`src/rtl/fma_cls_pkg.sv`:
```
package fma_cls_pkg;

    typedef enum logic [1:0] {
        VAR_MADD  = 2'b00,
        VAR_MSUB  = 2'b01,
        VAR_NMADD = 2'b10,
        VAR_NMSUB = 2'b11
    } fma_var_e;

    typedef enum logic {
        ST_IDLE = 1'b0,
        ST_DONE = 1'b1
    } scr_state_e;

    typedef struct packed {
        logic sgn;
        logic zero;
        logic inf;
        logic qnan;
        logic snan;
    } fcls_t;

    typedef struct packed {
        logic vximz;
        logic vxisi;
        logic vxsnan;
    } inv_flags_t;

endpackage

```
`src/rtl/fma_cls_operand.sv`:
```
module fma_cls_operand
    import fma_cls_pkg::*;
#(
    parameter int EXP_W = 11,
    parameter int MAN_W = 52
) (
    input  logic [EXP_W+MAN_W:0] val,
    output fcls_t                cls
);
    localparam int W = 1 + EXP_W + MAN_W;

    logic [EXP_W-1:0] exp_f;
    logic [MAN_W-1:0] man_f;
    logic             exp_max;
    logic             man_nz;

    assign exp_f   = val[W-2:MAN_W];
    assign man_f   = val[MAN_W-1:0];
    assign exp_max = &exp_f;
    assign man_nz  = |man_f;

    always_comb begin
        cls.sgn  = val[W-1];
        cls.zero = ~|exp_f & ~man_nz;
        cls.inf  = exp_max & ~man_nz;
        cls.qnan = exp_max & man_f[MAN_W-1];
        cls.snan = exp_max & ~man_f[MAN_W-1] & man_nz;
    end
endmodule

```
`src/rtl/fma_cls_invalid.sv`:
```
module fma_cls_invalid
    import fma_cls_pkg::*;
(
    input  fcls_t      ca,
    input  fcls_t      cb,
    input  fcls_t      cc,
    input  fma_var_e   variant,
    output inv_flags_t flg
);
    logic sub_b;
    logic a_nan, c_nan;
    logic prod_inf;
    logic unused_b_zero;

    assign unused_b_zero = cb.zero;

    always_comb begin
        unique case (variant)
            VAR_MADD, VAR_NMADD: sub_b = 1'b0;
            VAR_MSUB, VAR_NMSUB: sub_b = 1'b1;
            default:             sub_b = 1'b0;
        endcase
    end

    assign a_nan    = ca.qnan | ca.snan;
    assign c_nan    = cc.qnan | cc.snan;
    assign prod_inf = (ca.inf & ~cc.zero & ~c_nan) | (cc.inf & ~ca.zero & ~a_nan);

    always_comb begin
        flg.vximz  = (ca.zero & cc.inf) | (ca.inf & cc.zero);
        flg.vxisi  = prod_inf & cb.inf & ((ca.sgn ^ cc.sgn) != (cb.sgn ^ sub_b));
        flg.vxsnan = ca.snan | cb.snan | cc.snan;
    end
endmodule

```
`src/rtl/fma_cls_nan_pick.sv`:
```
module fma_cls_nan_pick #(
    parameter int EXP_W = 11,
    parameter int MAN_W = 52
) (
    input  logic [EXP_W+MAN_W:0] ops [3],
    input  logic [2:0]           is_nan,
    output logic [EXP_W+MAN_W:0] res
);
    localparam int W = 1 + EXP_W + MAN_W;
    localparam logic [W-1:0] QBIT  = {{(W-MAN_W){1'b0}}, 1'b1, {(MAN_W-1){1'b0}}};
    localparam logic [W-1:0] DFLT  = {1'b0, {EXP_W{1'b1}}, 1'b1, {(MAN_W-1){1'b0}}};

    // lowest index wins: scan from C back to A
    always_comb begin
        res = DFLT;
        for (int i = 2; i >= 0; i--) begin
            if (is_nan[i]) res = ops[i] | QBIT;
        end
    end
endmodule

```
`src/rtl/fma_exc_screen.sv`:
```
module fma_exc_screen
    import fma_cls_pkg::*;
#(
    parameter int EXP_W = 11,
    parameter int MAN_W = 52
) (
    input  logic                 clk,
    input  logic                 rst_n,
    input  logic                 clr,
    input  logic                 in_valid,
    input  logic [EXP_W+MAN_W:0] op_a,
    input  logic [EXP_W+MAN_W:0] op_b,
    input  logic [EXP_W+MAN_W:0] op_c,
    input  logic [1:0]           variant,
    input  logic                 record,
    output logic                 out_valid,
    output logic                 ovr_valid,
    output logic [EXP_W+MAN_W:0] ovr_result,
    output logic                 st_fx,
    output logic                 st_vx,
    output logic                 st_vximz,
    output logic                 st_vxisi,
    output logic                 st_vxsnan,
    output logic [3:0]           cond
);
    localparam int W    = 1 + EXP_W + MAN_W;
    localparam int N_OP = 3;

    scr_state_e   state_q, state_d;
    logic [W-1:0] ops    [N_OP];
    fcls_t        cls    [N_OP];
    logic [N_OP-1:0] is_nan;
    inv_flags_t   flg;
    logic [W-1:0] pick;

    inv_flags_t   sticky_q, base, merged;
    logic         fx_q, fx_d, vx_q;
    logic         ovr_q;
    logic [W-1:0] res_q;
    logic [3:0]   cond_q;

    assign ops[0] = op_a;
    assign ops[1] = op_b;
    assign ops[2] = op_c;

    for (genvar g = 0; g < N_OP; g++) begin : g_cls
        fma_cls_operand #(.EXP_W(EXP_W), .MAN_W(MAN_W)) u_cls (
            .val (ops[g]),
            .cls (cls[g])
        );
        assign is_nan[g] = cls[g].qnan | cls[g].snan;
    end

    fma_cls_invalid u_inv (
        .ca      (cls[0]),
        .cb      (cls[1]),
        .cc      (cls[2]),
        .variant (fma_var_e'(variant)),
        .flg     (flg)
    );

    fma_cls_nan_pick #(.EXP_W(EXP_W), .MAN_W(MAN_W)) u_pick (
        .ops    (ops),
        .is_nan (is_nan),
        .res    (pick)
    );

    // controller: next state
    always_comb begin
        state_d = state_q;
        unique case (state_q)
            ST_IDLE: state_d = in_valid ? ST_DONE : ST_IDLE;
            ST_DONE: state_d = in_valid ? ST_DONE : ST_IDLE;
            default: state_d = ST_IDLE;
        endcase
    end

    // controller: state register
    always_ff @(posedge clk) begin
        if (!rst_n) state_q <= ST_IDLE;
        else        state_q <= state_d;
    end

    // controller: outputs
    always_comb begin
        out_valid = 1'b0;
        ovr_valid = 1'b0;
        unique case (state_q)
            ST_IDLE: ;
            ST_DONE: begin
                out_valid = 1'b1;
                ovr_valid = ovr_q;
            end
            default: ;
        endcase
    end

    // sticky merge: clear first, then fold in this operation
    always_comb begin
        base   = clr ? '0 : sticky_q;
        merged = base | (in_valid ? flg : '0);
        fx_d   = (clr ? 1'b0 : fx_q) | (in_valid & |(flg & ~base));
    end

    always_ff @(posedge clk) begin
        if (!rst_n) begin
            sticky_q <= '0;
            fx_q     <= 1'b0;
            vx_q     <= 1'b0;
            ovr_q    <= 1'b0;
            res_q    <= '0;
            cond_q   <= '0;
        end else begin
            if (in_valid || clr) begin
                sticky_q <= merged;
                fx_q     <= fx_d;
                vx_q     <= |merged;
            end
            if (in_valid) begin
                ovr_q <= (|is_nan) | flg.vximz | flg.vxisi;
                res_q <= pick;
                if (record) cond_q <= {fx_d, 1'b0, |merged, 1'b0};
            end
        end
    end

    assign ovr_result = res_q;
    assign st_fx      = fx_q;
    assign st_vx      = vx_q;
    assign st_vximz   = sticky_q.vximz;
    assign st_vxisi   = sticky_q.vxisi;
    assign st_vxsnan  = sticky_q.vxsnan;
    assign cond       = cond_q;
endmodule

```
`config.mk`:
```
export PLATFORM = sky130hd
export DESIGN_NAME = fma_exc_screen
export DESIGN_NICKNAME = d
export VERILOG_FILES = /design/src/rtl/fma_cls_pkg.sv /design/src/rtl/fma_cls_operand.sv /design/src/rtl/fma_cls_invalid.sv /design/src/rtl/fma_cls_nan_pick.sv /design/src/rtl/fma_exc_screen.sv
export SDC_FILE = /design/constraint.sdc
export NUM_CORES = 1
export LEC_CHECK = 0
export ABC_AREA = 1
export CAP_MARGIN = 20
export CORE_MARGIN = 3
export CORE_UTILIZATION = 38
export CTS_BUF_LIST = sky130_fd_sc_hd__clkbuf_4
export DETAILED_ROUTE_END_ITERATION = 6
export PLACE_DENSITY = 0.79
export SKIP_CTS_REPAIR_TIMING = 1
export SYNTH_ARGS = -nofsm -noshare
export SYNTH_HDL_FRONTEND = slang
export SYNTH_HIERARCHICAL = 1
export SYNTH_SLANG_ARGS = --single-unit
```
`constraint.sdc`:
```
create_clock -name clk -period 1.65 [get_ports clk]
set_input_delay 0.33 -clock clk [delete_from_list [all_inputs] [get_ports clk]]
set_output_delay 0.33 -clock clk [all_outputs]
set_load 0.01 [all_outputs]
```
---- Word-level counts from Yosys, hierarchy flattened ----
Cells that the tools add are included.
storage, ports and cells
  register bits ........................... 73
  latch bits .............................. 0
  bits in writable memories ............... 0
  ROM bits ................................ 0
  input bits .............................. 199
  word-level logic and storage cells ...... 89
  memories ................................ 0
operators by class
  $add $sub $neg .......................... 0
  multipliers ............................. 0
  divide/modulo/power cells ............... 0
  magnitude comparators ................... 0
  equality and inequality tests ........... 4
  shift-type cells ........................ 0
  muxes and demuxes ....................... 10
  bitwise operators ....................... 48
  reductions and logical operators ........ 18
operator list
  kind                                                              number
  64-bit 2-to-1 mux                                                 3
  52-bit OR reduction                                               3
  11-bit AND reduction                                              3
  1-bit bitwise AND                                                 23
  11-bit OR reduction                                               2
  1-bit inverter                                                    10
  1-bit OR                                                          10
  3-bit OR reduction                                                3
  3-bit 2-to-1 mux                                                  2
  2-bit == test (second input constant)                             2
  1-bit 2-to-1 mux                                                  4
  2-bit OR reduction                                                2
  3-bit bitwise AND                                                 1
  3-bit inverter                                                    1
  3-bit OR                                                          1
  2-bit by 1-bit == test with 1-bit output (second input constant)  1
  1-bit zero test                                                   2
  2-bit zero test                                                   1
  1-bit case mux with 2 select lines                                1
  2-bit AND reduction                                               1
  1-bit XOR                                                         2
  1-bit logical OR                                                  1
  1-bit inequality test                                             1

---- Depth between registers and ports, before layout ----
Gate-level depths: netlist of the first run.
  depth in word-level cells ............... 13
  depth in mapped cells ................... 19

---- Modules after synthesis ----
The synthesis of the first run kept the hierarchy.
by module, submodules not included
  module            instances  cells an instance  area an instance (um^2)
  fma_exc_screen    1          348                2703.8
  fma_cls_nan_pick  1          479                1898.1
  fma_cls_operand   3          70                 300.3
  fma_cls_invalid   1          32                 126.4

---- Least setup slack after synthesis of the first run ----
Ideal clock, no wire load.
  path kind ............................... input port to flip-flop
  start point ............................. in op_a[10]
  end point ............................... reg res_q[10] (netlist: ovr_result[10])
  setup time .............................. 0.116 ns
  arrival ................................. 1.663 ns
  required time ........................... 1.534 ns
  path slack .............................. -0.129 ns
  cell stages on the path ................. 15
  buffers on the path ..................... 1
  cell sequence ........................... nor2_1 nand2_1 nor2_1 nand2_1 nor2_2 a21oi_1 inv_1 nand2_1 inv_2 clkbuf_1 nand2_1 nor2_1 nor2_1 nor2_1 nor2_1
RTL lines
  item                    line                   text
  start: declaration      fma_exc_screen.sv:11   input logic [EXP_W+MAN_W:0] op_a,
  end signal: assignment  fma_exc_screen.sv:121  res_q <= pick;
  end: declaration        fma_exc_screen.sv:39   logic [W-1:0] res_q;

==> results by group, run 1 <==
Outcome
  – Status: complete, but fails checks
  – Failing checks: setup timing

Power and ir drop
  – Leakage: 6.87 nW
  – Power Internal: 3.23 mW
  – Logic gate share of total power: 25.8%
  – Clock power frac: 33.3%
  – Design Power: 4.63 mW
  – Peak supply drop: roughly 0.40 mV
  – Switching Share: a little under a third
  – Pwr/cell area: between 400 and 500 nW/um^2
  – Sequential power share: 40.9%
  – NetSw: 1.39 mW

Cells and area
  – Most frequent cells in the layout: 348 x nor2_1, 210 x nand2_1, 174 x dlymetal6s2s_1
  – Non-filler cells in the finished layout: 1595
  – Final-stage net count: between 1500 and 2000
  – Fin area: 10700 sq um
  – Layout cells sized above 1: 32.7%
  – Synth-to-layout area growth: 91.8%
  – Commonest non-fill, non-tap cell in the layout: nor2_1

Logic synthesis
  – Synthesized area: approximately 5600 sq um
  – Warnings, synthesis: 6
  – Cells after Synth: around 1100
  – Avg Cell Area, Syn: 5.27 sq um

STA
  – Tcrit/Tclk final: 110%
  – Fin. max-slew vios: 0
  – Setup ws final: -162 ps
  – Fmax: about 550 MHz
  – Tmin final: 1810 ps
  – # setup viols final: 62
  – Final hold slack: 225 ps
  – Final hold vios: 0
  – Clock skew: between 3 and 4 ps
  – Unrepaired setup endpoints after global routing: yes

CTS
  – Num CTS Buffers: 9
  – H-tree Lvls: 3
  – Root Driver: clkbuf_4
  – CTS tree: yes
  – CTS Buffer Depth: 2
  – Clock Sinks: 73
  – Clk slew on worst S/H paths: 150 ps
  – Clk_lat worst skew: approximately 470 ps

Global routing
  – Number of global-route vias before repair: 6984
  – Initial antenna violation count: 5
  – First-pass GRT wire length: 34700 microns
  – Pin count of the biggest net entering global routing: 69
  – Aggregate global-route resource usage: 26.7%
  – GRT overflow: 0

Drt
  – Router iterations before antenna repair: 6
  – Detailed Route Iter0 Violations: 720
  – Avg WL per Cell: 17.8 microns
  – DRC: 0
  – Vias post-DR: 8335
  – Routed Antenna Nets: 0
  – Total length of routed wires: 28500 microns
  – Vias per cell: 5.23

Place
  – HPWL Detailed: about 17000 microns
  – Dpl cells: 1535
  – Area after DPL: 8880 sq um
  – Pre-CTS setup slack: -1120 ps
  – Gpl congestion: 0.934
  – Port Buf Inserts: 270

Floorplan
  – Die width: 127 microns
  – IO Count: 274
  – Core ar.: between 10000 and 15000 sq um
  – Rows: 43
  – Die H: 127 microns
  – Die ar.: 16200 sq um
  – Starting Density: 39.6%

Worst setup path
  – CP Launch Point: op_c[0]
  – CP Launch Type: input port
  – CP Capture Type: flip-flop
  – CP Data Arrival Time: 2180 ps
  – Worst Path Max Fanout: 6
  – WS Path Type: in2reg
  – Data required time of the worst path: 2010 ps
  – Worst r2r src: st_vxsnan

Flow run
  – Max-cap check violation count: 0

Hold path
  – Hold Path Origin: op_a[61]
  – Tightest Hold Check Type: in2reg
## metal layers
metal | up-vias | share of wire (%) | track usage [%]
met5 | - | 0 | 0
met1 | 3785 | 38 | 33.2
li1 | 3912 | - | -
met3 | 116 | 9.8 | 5.52
met2 | 522 | 48 | 45.2
met4 | 0 | 4.3 | 10.0
## metrics by stage
stage / setup TNS (ps) / utilization (%)
global route: -9960 / 75.9
CTS: -34460 / 64.1
finish: -4040 / 75.9
detailed placement: -65000 / 62.8
floorplan: -2350 / -
global placement: -66950 / 62.8
## critical path, stage by stage
cell       delay, ps
clkbuf_2         110
nor2_2           130
nand2_2           80
nor2_4           180
nand2_2          110
nor2_4           140
a21oi_2           90
nor2_2           130
bufinv_8         230
clkbuf_16        160
nand2_1           50
nor2_1            40
nor2_1           140
nor2_1            80
nor2_1           120
nor2_1            60
## final timing paths
check	slack, ps	endpoint	cells past startpoint
worst min-delay path	230	ovr_result[61]	5
worst max register to register	750	st_vx	6
worst min register to register	490	ovr_result[32]	2
worst max-delay path	-160	ovr_result[6]	16
## area by class of cell
type	instances	area (sq um)
timing repair buffer	386	4260
antenna	6	15.0
sequential	73	1470
inverter	56	258
multi-input combinational	874	4300
clock inverter	7	118
clock buffer	9	67.6
fill	1060	3410
tap	180	225
timing repair inverter	4	37.5
## power by group through the flow
stage / registers (mW) / logic [mW] / clock network, mW
2_1_floorplan: 1.97 / 0.308 / 0
3_3_place_gp: 1.93 / 1.20 / 0
3_5_place_dp: 1.93 / 1.21 / 0
4_1_cts: 1.90 / 1.22 / 1.55
5_1_grt: 1.91 / 1.28 / 1.64
6_report: 1.89 / 1.19 / 1.54
## flip-flops by register name, indices dropped and copies added (netlist names)
register,flops
ovr_result,64
cond,2
st_vx,1
st_vximz,1
ovr_q,1
state_q,1
st_vxisi,1
st_fx,1
st_vxsnan,1
No activity file was read; power rests on OpenSTA's default activity.
==> run 2: changes to the inputs <==
--- a/config.mk
+++ b/config.mk
@@ -12,6 +12,7 @@
 export CTS_BUF_LIST = sky130_fd_sc_hd__clkbuf_4
 export DETAILED_ROUTE_END_ITERATION = 6
 export PLACE_DENSITY = 0.79
+export SETUP_SLACK_MARGIN = 0.3
 export SKIP_CTS_REPAIR_TIMING = 1
 export SYNTH_ARGS = -nofsm -noshare
 export SYNTH_HDL_FRONTEND = slang
==> run 2 against run 1 <==
Net effect: sequential power barely moved; combinational power about the same; power fell by 3.9%; the flow still finishes with violations (setup timing); via count fell by 3.6%; critical path depth up 1; critical path type unchanged; count of clock-buffer cells in the layout did not move.
==> results by group, run 2 (synthesis gave the netlist of run 1 again) <==
Power and ir drop
  – Peak supply drop: 0.267 mV (-33%)
  – Clock power frac: 30.8% (-2.5 points)
  – NetSw: 1.40 mW (+0.28%)
  – Switching Share: 31.4% (+1.3 points)
  – Leakage: 5.96 nW (-13%)
  – Sequential power share: 42.6% (+1.7 points)
  – Logic gate share of total power: 26.6% (+0.8 points)
  – Design Power: 4.45 mW (-3.9%)
  – Pwr/cell area: 433 nW/um^2 (+0.47%)
  – Power Internal: 3.05 mW (-5.6%)

CTS
  – CTS Buffer Depth: 2 (unchanged)
  – Clk_lat worst skew: 450 ps (-20 ps)
  – CTS tree: yes
  – H-tree Lvls: 3 (unchanged)
  – Clock Sinks: 73 (unchanged)
  – Clk slew on worst S/H paths: 140 ps (about the same)
  – Root Driver: clkbuf_4
  – Num CTS Buffers: 9 (unchanged)

Global routing
  – GRT overflow: 0 (unchanged)
  – Pin count of the biggest net entering global routing: 58 (-16%)
  – Initial antenna violation count: 6 (+1)
  – Aggregate global-route resource usage: 26.2% (-0.44 points)
  – Number of global-route vias before repair: 6888 (-1.4%)
  – First-pass GRT wire length: 34100 microns (-1.7%)

Place
  – Dpl cells: 1523 (-0.78%)
  – Pre-CTS setup slack: -931 ps (+194 ps)
  – Gpl congestion: 0.882 (-5.5%)
  – Port Buf Inserts: 270 (unchanged)
  – Area after DPL: 8900 sq um (+0.25%)
  – HPWL Detailed: 17000 microns (+0.64%)

STA
  – # setup viols final: 44 (-29%)
  – Final hold vios: 0 (unchanged)
  – Unrepaired setup endpoints after global routing: yes
  – Clock skew: 1.71 ps (-1.77 ps)
  – Tmin final: 1790 ps (-26.6 ps)
  – Setup TNS: -2340 ps (+1710 ps)
  – Tcrit/Tclk final: 108% (-1.6 points)
  – Fin. max-slew vios: 0 (unchanged)
  – Setup ws final: -136 ps (+26.6 ps)
  – Fmax: 560 MHz (+1.5%)
  – Final hold slack: 195 ps (-30.8 ps)

Cells and area
  – Filler cell count: 1157 (+9.2%)
  – Layout cells sized above 1: 39.8% (+7.1 points)
  – Non-filler cells in the finished layout: 1583 (-0.75%)
  – Final-stage net count: 1591 (-0.75%)
  – Synth-to-layout area growth: 83.6%
  – Fin area: 10300 sq um (-4.3%)
  – Most frequent cells in the layout: 344 x nor2_1, 199 x nand2_1, 129 x clkbuf_2
  – Max reg flops: 64 (unchanged)
  – Commonest non-fill, non-tap cell in the layout: nor2_1
  – Core Util, Final: 72.7% (-3.3 points)

Drt
  – Detailed Route Iter0 Violations: 648 (-10%)
  – Vias post-DR: 8032 (-3.6%)
  – Total length of routed wires: 27000 microns (-5.2%)
  – DRC: 0 (unchanged)
  – Router iterations before antenna repair: 5 (-1)
  – Routed Antenna Nets: 0 (unchanged)
  – Vias per cell: 5.07 (-2.9%)
  – Avg WL per Cell: 17.0 microns (-4.5%)

Floorplan
  – Rows: 43 (unchanged)
  – Starting Density: 39.6% (unchanged)
  – Die ar.: 16200 sq um (unchanged)
  – Die H: 127 microns (unchanged)
  – IO Count: 274 (unchanged)
  – Die width: 127 microns (unchanged)
  – Core ar.: 14100 sq um (unchanged)

Outcome
  – Failing checks: setup timing
  – Status: complete, but fails checks

Worst setup path
  – Crit-path leading delay family: simple AND/OR/NAND/NOR gates
  – Critical path's slowest cell: bufinv_8
  – Worst Path Max Fanout: 6 (unchanged)
  – CP Data Arrival Time: 2140 ps (-40 ps)
  – CP peak stage delay: 210 ps (-20 ps)
  – CP bufs+invs: 5 (+2)
  – WS Path Type: in2reg
  – Data required time of the worst path: 2010 ps (about the same)
  – CP Capture Type: flip-flop
  – CP dominant cell by count: nor2_1
  – Critical-path cell list: dlymetal6s2s_1 > nor2_1 > and2_4 > nand2_4 > nor2_4 > a21oi_2 > nor2_1 > bufinv_8 > buf_6 > buf_6 > clkbuf_16 > nand2_2 > nand2_1 > nor2_1 > nor2_1 > nor2_1 > nor2_1
  – CP Launch Type: input port

Hold path
  – Tightest Hold Check Type: in2reg

Flow run
  – Max-cap check violation count: 0 (unchanged)
[run 2: power by group through the flow]
| stage | logic [mW] | clock network (mW) | registers (mW) |
|---|---|---|---|
| after global placement | 1.21 | 0 | 1.93 |
| after detailed placement | 1.22 | 0 | 1.93 |
| final | 1.18 | 1.37 | 1.90 |
| after floorplan | 0.318 | 0 | 1.97 |
| after CTS | 1.23 | 1.40 | 1.90 |
| after global routing | 1.28 | 1.45 | 1.91 |
[run 2: final cells by class]
class,instances,area [sq um],area share [%]
antenna,6,15.0,0.146
clock buffer,9,67.6,0.657
clock inverter,7,95.1,0.925
inverter,56,234,2.28
multi-input combinational,874,4510,43.8
sequential,73,1470,14.3
tap,180,225,2.19
timing repair buffer,378,3660,35.6
[run 2: routing by layer]
| metal | global-route usage (%) | share of wire, % | vias up |
|---|---|---|---|
| li1 | - | - | 3882 |
| met1 | 31.6 | 39 | 3600 |
| met2 | 45.2 | 48 | 446 |
| met3 | 6.06 | 8.5 | 104 |
| met4 | 10.2 | 4.3 | 0 |
| met5 | 0 | 0 | - |
[run 2: final timing paths]
check	start	to	slack [ps]	cells past startpoint
hold / removal	op_a[33]	ovr_result[33]	190	5
setup / recovery	op_b[47]	ovr_result[9]	-140	17
hold reg to reg	ovr_result[19]	ovr_result[19]	510	2
setup reg to reg	st_vxisi	cond[1]	750	6
[run 2: worst reg2reg max path: stages, from the launching register on]
cell and delay [ps]:
dfxtp_1 340, nand2_1 110, nand2_1 80, nor2_2 120
nand3_1 80, nand2_1 60, inv_1 30
==> run 3: changes to the inputs <==
--- a/config.mk
+++ b/config.mk
@@ -10,6 +10,7 @@
 export CORE_MARGIN = 3
 export CORE_UTILIZATION = 38
 export CTS_BUF_LIST = sky130_fd_sc_hd__clkbuf_4
+export CTS_CLUSTER_DIAMETER = 80
 export DETAILED_ROUTE_END_ITERATION = 6
 export PLACE_DENSITY = 0.79
 export SETUP_SLACK_MARGIN = 0.3
==> results of run 3 <==
No change in the layout: final DEF, timing and power equal those of run 2.
